### config.mk
export PLATFORM = sky130hd
export DESIGN_NAME = pinlatch_i2c_ctrl
export DESIGN_NICKNAME = d
export VERILOG_FILES = /design/src/rtl/pinlatch_i2c_ctrl.sv
export SDC_FILE = /design/constraint.sdc
export NUM_CORES = 1
export LEC_CHECK = 0
export BUFFER_PORTS_ARGS = -buffer_cell sky130_fd_sc_hd__buf_2
export CORE_MARGIN = 1
export CORE_UTILIZATION = 40
export DETAILED_ROUTE_END_ITERATION = 7
export HOLD_SLACK_MARGIN = 0.05
export PLACE_DENSITY = 0.57
export SYNTH_ARGS = -nofsm -noshare
export SYNTH_HDL_FRONTEND = slang
export SYNTH_SLANG_ARGS = --single-unit
export TNS_END_PERCENT = 100
### constraint.sdc
create_clock -name clk -period 2.6 [get_ports clk]
set_clock_uncertainty 0.15 [all_clocks]
set_input_delay 0.65 -clock clk [delete_from_list [all_inputs] [get_ports clk]]
set_output_delay 0.65 -clock clk [all_outputs]
set_load 0.005 [all_outputs]
### src/rtl/pinlatch_i2c_ctrl.sv
module pinlatch_i2c_ctrl #(
  parameter int NPINS     = 5,
  parameter int PIN_W     = 3,
  parameter int STEP_CLKS = 2500,
  parameter logic [7:0] ADDR_BYTE = 8'hAC
) (
  input  logic             clk,
  input  logic             rst_n,
  input  logic             cmd_valid,
  input  logic [1:0]       cmd_op,
  input  logic [PIN_W-1:0] cmd_pin,
  input  logic             cmd_arg,
  output logic             busy,
  output logic             rsp_valid,
  output logic             rsp_err,
  output logic             rsp_data,
  output logic             scl_lo,
  output logic             sda_lo,
  input  logic             sda_in
);
  localparam int TW = $clog2(STEP_CLKS + 1);
  localparam logic [1:0] OP_SET = 2'd0, OP_TOG = 2'd1, OP_GET = 2'd2, OP_DIR = 2'd3;

  typedef enum logic [2:0] {S_IDLE, S_START, S_TX, S_RX, S_STOP, S_DONE} st_t;

  st_t              st;
  logic [TW-1:0]    tmr;
  logic [1:0]       sub;
  logic [3:0]       bitn;
  logic             byten, rd;
  logic [7:0]       tx, rx;
  logic [PIN_W-1:0] op_pin;
  logic [NPINS-1:0] latch, saved, dir_in;

  wire take = cmd_valid && !busy;
  wire bad  = cmd_pin >= PIN_W'(NPINS);

  always_ff @(posedge clk) begin
    if (!rst_n) begin
      st <= S_IDLE; tmr <= '0; sub <= '0; bitn <= '0; byten <= 1'b0; rd <= 1'b0;
      tx <= '0; rx <= '0; op_pin <= '0;
      latch <= '0; saved <= '0; dir_in <= '0;
      busy <= 1'b0; rsp_valid <= 1'b0; rsp_err <= 1'b0; rsp_data <= 1'b0;
      scl_lo <= 1'b0; sda_lo <= 1'b0;
    end else begin
      rsp_valid <= 1'b0;
      if (take) begin
        rsp_err  <= 1'b0;
        rsp_data <= 1'b0;
        op_pin   <= cmd_pin;
        if (bad) begin
          rsp_valid <= 1'b1;
          rsp_err   <= 1'b1;
        end else begin
          rd <= 1'b0;
          case (cmd_op)
            OP_SET: begin
              saved[cmd_pin] <= cmd_arg;
              if (!dir_in[cmd_pin]) latch[cmd_pin] <= cmd_arg;
            end
            OP_TOG: begin
              saved[cmd_pin] <= ~saved[cmd_pin];
              if (!dir_in[cmd_pin]) latch[cmd_pin] <= ~latch[cmd_pin];
            end
            OP_GET: begin
              rd <= dir_in[cmd_pin];
              if (!dir_in[cmd_pin]) rsp_data <= latch[cmd_pin];
            end
            default: begin
              dir_in[cmd_pin] <= cmd_arg;
              latch[cmd_pin]  <= cmd_arg | saved[cmd_pin];
            end
          endcase
          if (cmd_op == OP_DIR || !dir_in[cmd_pin] && cmd_op != OP_GET ||
              dir_in[cmd_pin] && cmd_op == OP_GET) begin
            busy  <= 1'b1;
            st    <= S_START;
            sub   <= '0;
            tmr   <= '0;
            bitn  <= '0;
            byten <= 1'b0;
            tx    <= ADDR_BYTE | {7'd0, cmd_op == OP_GET};
          end else begin
            rsp_valid <= 1'b1;
          end
        end
      end else if (busy && tmr != '0) begin
        tmr <= tmr - 1'b1;
      end else if (busy) begin
        tmr <= TW'(STEP_CLKS - 1);
        sub <= sub + 1'b1;
        case (st)
          S_START: begin
            case (sub)
              2'd0: sda_lo <= 1'b0;
              2'd1: scl_lo <= 1'b0;
              2'd2: sda_lo <= 1'b1;
              default: begin scl_lo <= 1'b1; st <= S_TX; sub <= '0; end
            endcase
          end
          S_TX: begin
            if (bitn < 4'd8) begin
              case (sub)
                2'd0: sda_lo <= ~tx[7];
                2'd1: scl_lo <= 1'b0;
                default: begin
                  scl_lo <= 1'b1; tx <= {tx[6:0], 1'b0}; bitn <= bitn + 1'b1; sub <= '0;
                end
              endcase
            end else if (sub == 2'd0) begin
              scl_lo <= 1'b0;
              sda_lo <= 1'b0;
            end else begin
              scl_lo <= 1'b1;
              sub    <= '0;
              bitn   <= '0;
              if (rd)          st <= S_RX;
              else if (!byten) begin byten <= 1'b1; tx <= 8'(latch); end
              else             st <= S_STOP;
            end
          end
          S_RX: begin
            if (sub == 2'd0) begin
              scl_lo <= 1'b0;
            end else begin
              rx     <= {rx[6:0], sda_in};
              scl_lo <= 1'b1;
              bitn   <= bitn + 1'b1;
              sub    <= '0;
              if (bitn == 4'd7) st <= S_STOP;
            end
          end
          S_STOP: begin
            case (sub)
              2'd0: scl_lo <= 1'b0;
              2'd1: sda_lo <= 1'b0;
              2'd2: scl_lo <= 1'b1;
              default: begin sda_lo <= 1'b1; st <= S_DONE; end
            endcase
          end
          default: begin
            tmr       <= '0;
            st        <= S_IDLE;
            busy      <= 1'b0;
            rsp_valid <= 1'b1;
            rsp_err   <= 1'b0;
            rsp_data  <= rd & rx[op_pin];
          end
        endcase
      end
    end
  end
endmodule

==> metrics.txt, run 1 <==
Crit-path slowest cell=or3b_2; synth top area cells=dfxtp_1, mux2i_1, nor2_1, nand2_1, a21oi_1; maximum clock rate=around 430 MHz; CTS Buf Count=9; buffer count from post-CTS setup fixing=0; power share of the combinational group=0.314; CTS tree=built; Die H=between 90 and 100 um; wire per inst=about 15 um; Syn Area/Cell=between 8 and 9 um^2; Rows=34; Slew Viols, Final=0; Hold-fix buffers, CTS=0; max-cap viol count=0; gp weighted congestion=between 0.8 and 0.9; initial antenna violation count=0; First DRT Iteration DRCs=about 130; clock latency on the worst-skew pair=approximately 0.34 ns; WS Path Type=flop to flop; Clock Root Buffer=clkbuf_8; Die W=a little under 100 um; clock share of power=0.297; Max-slew headroom=0.529; Cell Count, Final, Fillers Out=roughly 600; crit-path max cell delay=between 0.5 and 0.6 ns; Int Power=about 0.0019 W; clock transition at the registers of the reported paths=0.07 ns; final setup TNS=0 ns; worst r2r src=tmr[0]$_SDFFE_PN0P_; cell taking the most area after synthesis=dfxtp_1; Psw=between 0.0009 and 0.001 W; Seq/Total Area, Yosys=0.347; hold_sp=tx[1]$_SDFFE_PN0P_; Vias=3268; post-synthesis cell count=between 400 and 500; unique cell type count in the Yosys netlist=65; Power Total=between 0.002 and 0.003 W; Worst VDD drop=around 430 uV; drt drc=0; pwr/cell area=between 600 and 700 nW/um^2; Die ar.=between 9000 and 10000 um^2; global-route usage over all layers=0.195; CP Data Required Time=around 2.7 ns; layout cell share with drive strength beyond 1=0.182; Final Setup Violations=0; Leak Pwr=roughly 1.7 nW; CP arrival=around 2.5 ns; Synth Cell Area=about 3600 um^2; core area=8760 um^2; Worst Hold End=tx[1]$_SDFFE_PN0P_; Hold Path Depth=2; Fin Hold WS=0.310 ns; total congestion overflow=0; CTS sink count=63; area grow syn2layout=14.0%; final hold vios=0; Seq cells post-synth=63; unrepaired setup endpoints after global routing=false; # nets final=around 490; CTS H-tree lvls=3; worst hold path class=flop to flop; Final ANT Viol Nets=0; post-CTS sizing=0; largest net degree at the start of global routing=33; Period minus WS final=around 2.3 ns; Ports=16; crit share post-route=0.900; DRT Pass-1 Iters=4; antenna cell count=0; Placed Cells incl. Taps=between 500 and 600; I/O Buffers=15; net count after synthesis=464; worst r2r path cells=8; first-pass GRT wire length=between 10 and 15 mm; HPWL after DPL=approximately 6.4 mm; ys flop type=dfxtp_1; post-synth top area share=0.347; final WL=between 8 and 9 mm; vias in the first global route=about 3100; Final Util=0.472; FF-to-FF End=bitn[0]$_SDFFE_PN0P_; Initial Util=0.414; sequential power share=0.389; status=finished, final reports clean; crit-path cells=inv_1, ha_1, or3b_2, nor3_2, and2_1, a21oi_1, nor2_1, mux2i_1; sw frac=0.341; startpoint types=flop; DR vias/cell=roughly 5.6; Synth warnings=0; EDFF count, synth=0; CP Max Fanout=6; worst-margin pin slew=about 0.70 ns; Async S/R FF share, synth=0; Setup crit end kind=flop; Clock Tree Buf Depth=2; flop2flop setup slack=roughly 0.26 ns
[worst max-delay path by stage]
stage / to / cells past startpoint / startpoint
after floorplan: st[0]$_SDFFE_PN0P_ / 7 / cmd_pin[0]
after global placement: tmr[5]$_SDFFE_PN0P_ / 7 / cmd_pin[2]
after detailed placement: bitn[0]$_SDFFE_PN0P_ / 7 / cmd_pin[2]
after CTS: tx[0]$_SDFFE_PN0P_ / 7 / tmr[0]$_SDFFE_PN0P_
after global routing: tx[0]$_SDFFE_PN0P_ / 7 / tmr[0]$_SDFFE_PN0P_
final: bitn[0]$_SDFFE_PN0P_ / 8 / tmr[0]$_SDFFE_PN0P_
[final cells by class]
type,count,area [um^2]
clock buffer,11,151
fill,876,4620
multi-input combinational,342,2210
sequential,63,1260
tap,108,135
inverter,14,52.6
clock inverter,4,45.0
timing repair buffer,43,285
[cell families (layout without fill, tap and decap cells)]
group | count (synthesis) | after routing | synth area share
compound gates | 123 | 123 | 0.221
mux | 37 | 37 | 0.113
buf+inv | 41 | 72 | 0.0462
fa+ha+maj | 8 | 8 | 0.0276
xor+xnor | 1 | 1 | 0.00241
flops | 63 | 63 | 0.347
simple gates | 173 | 173 | 0.243
[power by group through the flow]
stage               sequential, W  combinational [W]  clock [W]
detailed placement        0.00114           0.000898          0
global route              0.00113            0.00102   0.000927
global placement          0.00114           0.000887          0
CTS                       0.00111           0.000903   0.000877
floorplan                 0.00111           0.000634          0
finish                    0.00112           0.000903   0.000854
[registers in the layout, summed over array words and instances, names as in the netlist, 2 cells and up]
signal / cells
sub: 2
bitn: 4
dir_in: 5
tx: 8
saved: 5
rx: 8
st: 3
op_pin: 3
latch: 5
tmr: 12
[cell usage after synthesis (all sizes together), types with 2 or more instances]
| cell | count |
|---|---|
| a21oi | 37 |
| a221oi | 2 |
| or4 | 2 |
| o221a | 4 |
| buf | 7 |
| nor3 | 18 |
| o211ai | 5 |
| and3b | 2 |
| o21a | 3 |
| nand3 | 17 |
| o21bai | 2 |
| a211oi | 4 |
| a311oi | 2 |
| and3 | 5 |
| ha | 8 |
| nor4 | 3 |
| mux2i | 26 |
| o211a | 3 |
| or2 | 2 |
| a31oi | 12 |
| nand2 | 47 |
| nand4 | 6 |
| nor2b | 5 |
| nor2 | 48 |
| clkbuf | 20 |
| mux4 | 2 |
| o21ai | 33 |
| inv | 13 |
| dfxtp | 63 |
| or3 | 4 |
| nand2b | 6 |
| a21o | 3 |
| mux2 | 9 |
[worst max-delay path, delay by kind of cell (launching register included)]
kind	cells	cell delay [ns]
AND/OR/NAND/NOR	4	1.21
flip-flops	1	0.35
multiplexers	1	0.22
adder cells (fa/ha/maj)	1	0.16
AO/OA/AOI/OAI	1	0.11
buffers and inverters	1	0.07
[per-layer routing]
| layer | track usage | up-vias | part of all wire |
|---|---|---|---|
| met1 | 0.264 | 1552 | 0.49 |
| met2 | 0.304 | 35 | 0.47 |
| met3 | 0.0424 | 7 | 0.035 |
| met5 | 0 | - | 0 |
| met4 | 0.0713 | 0 | 0.0091 |
| li1 | - | 1674 | - |
[metrics by stage]
| stage | setup slack (ns) | cell area, um^2 |
|---|---|---|
| detailed placement | 0.0587 | 3940 |
| finish | 0.259 | 4140 |
| floorplan | 0.218 | 3630 |
| CTS | 0.127 | 4130 |
| global placement | 0.123 | 3940 |
| global route | 0.0865 | 4140 |
[cells in the final DEF, fill, tap and decap left out, drive strengths merged, types with 4 or more instances in the layout]
master,Yosys,final
nor2,48,48
nand3,17,17
nor3,18,18
clkinv,1,4
nand4,6,6
clkbuf,20,11
nor2b,5,5
buf,7,43
ha,8,8
a21oi,37,37
o221a,4,4
o21ai,33,33
inv,13,13
o211ai,5,5
mux2,9,9
nand2,47,47
dfxtp,63,63
a211oi,4,4
nand2b,6,6
mux2i,26,26
and3,5,5
a31oi,12,12
or3,4,4
(Power assumes the default switching activity.)
==> inputs of run 2 (changes only) <==
- RECOVER_POWER: default -> 25
==> run 2 against run 1 <==
  * Register-to-register slack is essentially flat
  * Setup slack worse by 0.10 ns
  * Sequential power about the same
  * First-iteration DRC count rose by 4.5%
  * Global-route usage stayed put
  * Clock power hardly changed
  * Combinational power decreased by 1%
  * Clock-buffer cell count unchanged
  * Sequential cell count stayed put
  * Power down 0.29%
  * Final cell count unchanged
  * Critical path type is now input pin to flop
  * Critical endpoint is now tx[0]$_SDFFE_PN0P_
  * Largest cell class unchanged
  * Largest power group unchanged
==> metrics.txt, run 2 (synthesized netlist as in run 1, its figures left out) <==
area grow syn2layout=13.3%; Worst VDD drop=roughly 430 uV; Die H=around 100 um; final worst slack=between 0.15 and 0.2 ns; startpoint types=input pin; DRT Pass-1 Iters=4; final setup TNS=0 ns; worst hold path class=flop to flop; clock transition at the registers of the reported paths=roughly 0.070 ns; Leak Pwr=approximately 1.7 nW; I/O Buffers=15; Max-slew headroom=0.528; most used cell, CP=a21oi_4; Clock Tree Buf Depth=2; CTS Buf Count=9; Initial Util=0.414; CTS H-tree lvls=3; CP Data Required Time=about 2.7 ns; Final ANT Viol Nets=0; largest net degree at the start of global routing=33; worst-margin pin slew=between 0.7 and 0.8 ns; clock latency on the worst-skew pair=around 0.34 ns; antenna cell count=0; vias in the first global route=3093; unrepaired setup endpoints after global routing=false; global-route usage over all layers=0.195; maximum clock rate=between 400 and 500 MHz; Largest register FFs=12; CP arrival=approximately 2.6 ns; Post-Place Worst Slack=about 0.059 ns; crit-path cells=clkbuf_1, mux2_1, a21oi_4, a211o_2, nand2_1, a21oi_4, mux2i_1; DR vias/cell=5.62; initial antenna violation count=0; Ports=16; total congestion overflow=0; CP Max Fanout=10; CTS tree=built; First DRT Iteration DRCs=138; final hold vios=0; Largest regs=tmr (12), rx (8), tx (8); most frequent cells in the layout=dfxtp_1, nor2_1, nand2_1, a21oi_1, o21ai_0; crit-path max cell delay=0.42 ns; drt drc=0; Period minus WS final=2.44 ns; Die W=97.3 um; largest reg by FF count=tmr; gp weighted congestion=between 0.8 and 0.9; Crit-path slowest cell=mux2_1; commonest non-fill, non-tap cell in the layout=dfxtp_1; HPWL after DPL=approximately 6.4 mm; Die ar.=about 9500 um^2; first-pass GRT wire length=~15 mm; core area=8760 um^2; Slew Viols, Final=0; final WL=between 8 and 9 mm; Setup crit end kind=flop; crit share post-route=0.940; wire per inst=about 15 um; Final Setup Violations=0; flop2flop setup slack=around 0.26 ns; Hold-fix buffers, CTS=0; Vias=~3300; Clock Root Buffer=clkbuf_8; max-cap viol count=0; layout cell share with drive strength beyond 1=0.166; CTS sink count=between 60 and 70; Rows=34; status=finished, final reports clean; pwr/cell area=697 nW/um^2; WS Path Type=input pin to flop; # nets final=around 500
-- run 2: changes by cell type in the layout (fill, tap and decap cells not counted) --
| cell | change |
|---|---|
| buf_2 | -2 |
| clkbuf_1 | +7 |
| mux2_1 | +1 |
| mux2_4 | -1 |
| buf_4 | -5 |
-- run 2: repair_timing --
item,4_1_cts,5_1_grt
buffers inserted,0,0
endpoints found under the setup margin,0,3
resized for setup,0,1
-- run 2: worst paths after layout --
path | end | cells after the start | startpoint
setup / recovery | tx[0]$_SDFFE_PN0P_ | 7 | cmd_pin[2]
hold / removal | tx[1]$_SDFFE_PN0P_ | 2 | tx[1]$_SDFFE_PN0P_
setup reg to reg | tx[0]$_SDFFE_PN0P_ | 7 | tmr[0]$_SDFFE_PN0P_
hold reg to reg | tx[1]$_SDFFE_PN0P_ | 2 | tx[1]$_SDFFE_PN0P_
-- run 2: critical path, delay by kind of cell --
kind	cells	cell delay [ns]
compound gates	3	0.74
buf+inv	1	0.33
mux	2	0.65
simple gates	1	0.18
-- run 2: per-layer routing --
metal  GRT usage  wire (um)
met5           0          0
met4      0.0713         79
met3      0.0424        331
met2       0.304       4040
met1       0.264       4250
-- run 2: where the power goes --
part | total [W] | internal, W | switching [W]
clock | 0.000855 | 0.000485 | 0.000370
sequential | 0.00112 | 0.00104 | 0.0000813
combinational | 0.000894 | 0.000366 | 0.000529
total | 0.00287 | 0.00189 | 0.000980
-- run 2: layout make-up --
class                      count  area, um^2
tap                          108         135
multi-input combinational    342        2200
timing repair buffer          43         264
clock inverter                 4        45.0
sequential                    63        1260
fill                         883        4650
clock buffer                  11         151
inverter                      14        52.6
-- run 2: through the flow --
| stage | std cells | area, um^2 | hold WS, ns | utilization | power, W |
|---|---|---|---|---|---|
| CTS | 585 | 4130 | 0.313 | 0.472 | 0.00289 |
| global route | 585 | 4110 | 0.332 | 0.469 | 0.00307 |
| finish | 585 | 4110 | 0.310 | 0.469 | 0.00287 |
| global placement | 570 | 3940 | 0.293 | 0.449 | 0.00202 |
| detailed placement | 570 | 3940 | 0.301 | 0.449 | 0.00203 |
| floorplan | 446 | 3630 | 0.282 | - | 0.00175 |
==> inputs of run 3 (changes only) <==
- SETUP_SLACK_MARGIN: default -> 0.2
==> run 3 against run 2 <==
  * Final cell count stayed put
  * Core utilization is 0.34 points higher
  * Sequential cell count stayed put
  * Non-clock buffer count stayed put
  * Setup slack better by 0.21 ns
  * Sequential share of layout area is 0.22 points lower
  * Global-route usage hardly changed
  * Via count is 0.15% lower
  * Worst hold slack worse by 0.00056 ns
  * Register-to-register slack better by 0.12 ns
  * Die area stayed put
  * Critical endpoint unchanged
==> metrics.txt, run 3 (synthesized netlist as in run 1, its figures left out) <==
CTS sink count=63; Setup crit end kind=flop; startpoint types=input pin; Leak Pwr=1.69 nW; status=finished, final reports clean; WS Path Type=input pin to flop; final WL=approximately 9 mm; max-cap viol count=0; Rows=34; first-pass GRT wire length=approximately 15 mm; Largest register FFs=12; DR vias/cell=around 5.6; Die W=around 100 um; Final ANT Viol Nets=0; CTS Buf Count=9; commonest non-fill, non-tap cell in the layout=dfxtp_1; Max-slew headroom=0.596; Hold-fix buffers, CTS=0; # nets final=approximately 490; Die ar.=~9500 um^2; CP arrival=~2.3 ns; worst hold path class=flop to flop; antenna cell count=0; Fin Hold WS=between 0.3 and 0.4 ns; Clock Root Buffer=clkbuf_8; I/O Buffers=15; Clock Tree Buf Depth=2; CP Data Required Time=between 2 and 3 ns; crit-path cells=buf_2, mux2_4, a21oi_4, a211o_2, nand2_1, a21oi_4, mux2i_1; Die H=just under 100 um; HPWL after DPL=roughly 6.4 mm; maximum clock rate=roughly 450 MHz; DRT Pass-1 Iters=4; First DRT Iteration DRCs=116; most frequent cells in the layout=dfxtp_1, nand2_1, nor2_1, a21oi_1, o21ai_0; drt drc=0; initial antenna violation count=0; largest reg by FF count=tmr; Period minus WS final=2.23 ns; Initial Util=0.414; clock transition at the registers of the reported paths=0.07 ns; CP Max Fanout=10; pwr/cell area=694 nW/um^2; vias in the first global route=roughly 3000; Filler cells=876; Ports=16; global-route usage over all layers=0.194; Slew Viols, Final=0; layout cell share with drive strength beyond 1=0.176; Final Setup Violations=0; Worst VDD drop=roughly 430 uV; Vias=approximately 3300; clock latency on the worst-skew pair=~0.34 ns; core area=~9000 um^2; CTS tree=built; Largest regs=tmr (12), rx (8), tx (8); most used cell, CP=a21oi_4; area grow syn2layout=14.1%; unrepaired setup endpoints after global routing=false; largest net degree at the start of global routing=33; crit-path max cell delay=between 0.3 and 0.4 ns; final hold vios=0; wire per inst=~15 um; CTS H-tree lvls=3; worst-margin pin slew=about 0.61 ns; final setup TNS=0 ns; Crit-path slowest cell=mux2_4; gp weighted congestion=slightly below 0.9; crit share post-route=0.859; total congestion overflow=0
run 3: changes by cell type in the layout (fill, tap and decap cells not counted), sizes merged:
cell,before,now
clkbuf,18,17
buf,36,37
run 3: worst paths after layout:
kind	start	endpoint	slack [ns]	depth (start not counted)
setup / recovery	cmd_pin[2]	tx[0]$_SDFFE_PN0P_	0.37	7
hold / removal	tx[1]$_SDFFE_PN0P_	tx[1]$_SDFFE_PN0P_	0.31	2
setup reg to reg	tmr[0]$_SDFFE_PN0P_	tx[0]$_SDFFE_PN0P_	0.38	7
hold reg to reg	tx[1]$_SDFFE_PN0P_	tx[1]$_SDFFE_PN0P_	0.31	2
run 3: area by class of cell:
cell class | count | area, um^2 | share of cell area
timing repair buffer | 43 | 265 | 0.0640
clock buffer | 11 | 151 | 0.0365
inverter | 14 | 52.6 | 0.0127
multi-input combinational | 342 | 2230 | 0.539
clock inverter | 4 | 45.0 | 0.0109
tap | 108 | 135 | 0.0326
sequential | 63 | 1260 | 0.304
run 3: per-layer routing:
metal  global-route usage  routed length [um]
met1                0.264                4280
met2                0.304                4050
met3               0.0424                 286
met4               0.0713                 122
met5                    0                   0
run 3: metrics by stage:
step	instance area, um^2	util	power [W]	std cells	worst slack (ns)
finish	4140	0.473	0.00288	585	0.366
CTS	4140	0.472	0.00290	585	0.251
floorplan	3630	-	0.00175	446	0.218
global route	4140	0.473	0.00308	585	0.218
global placement	3940	0.449	0.00202	570	0.123
detailed placement	3940	0.449	0.00203	570	0.0587
run 3: report_power, final:
part,total [W],internal [W],switching [W],leakage [nW]
Sequential,0.00112,0.00104,0.0000836,0.511
Clock,0.000853,0.000485,0.000368,0.105
Combinational,0.000904,0.000366,0.000538,1.07
run 3: repair_timing:
action / 4_1_cts / 5_1_grt
setup buffers: 0 / 0
pin swaps: 1 / 2
endpoints found under the setup margin: 6 / 18
resized for setup: 1 / 6
run 3: critical path, delay by kind of cell:
family	cells	cell delay, ns
AO/OA/AOI/OAI	3	0.74
AND/OR/NAND/NOR	1	0.19
buffers and inverters	1	0.19
multiplexers	2	0.57
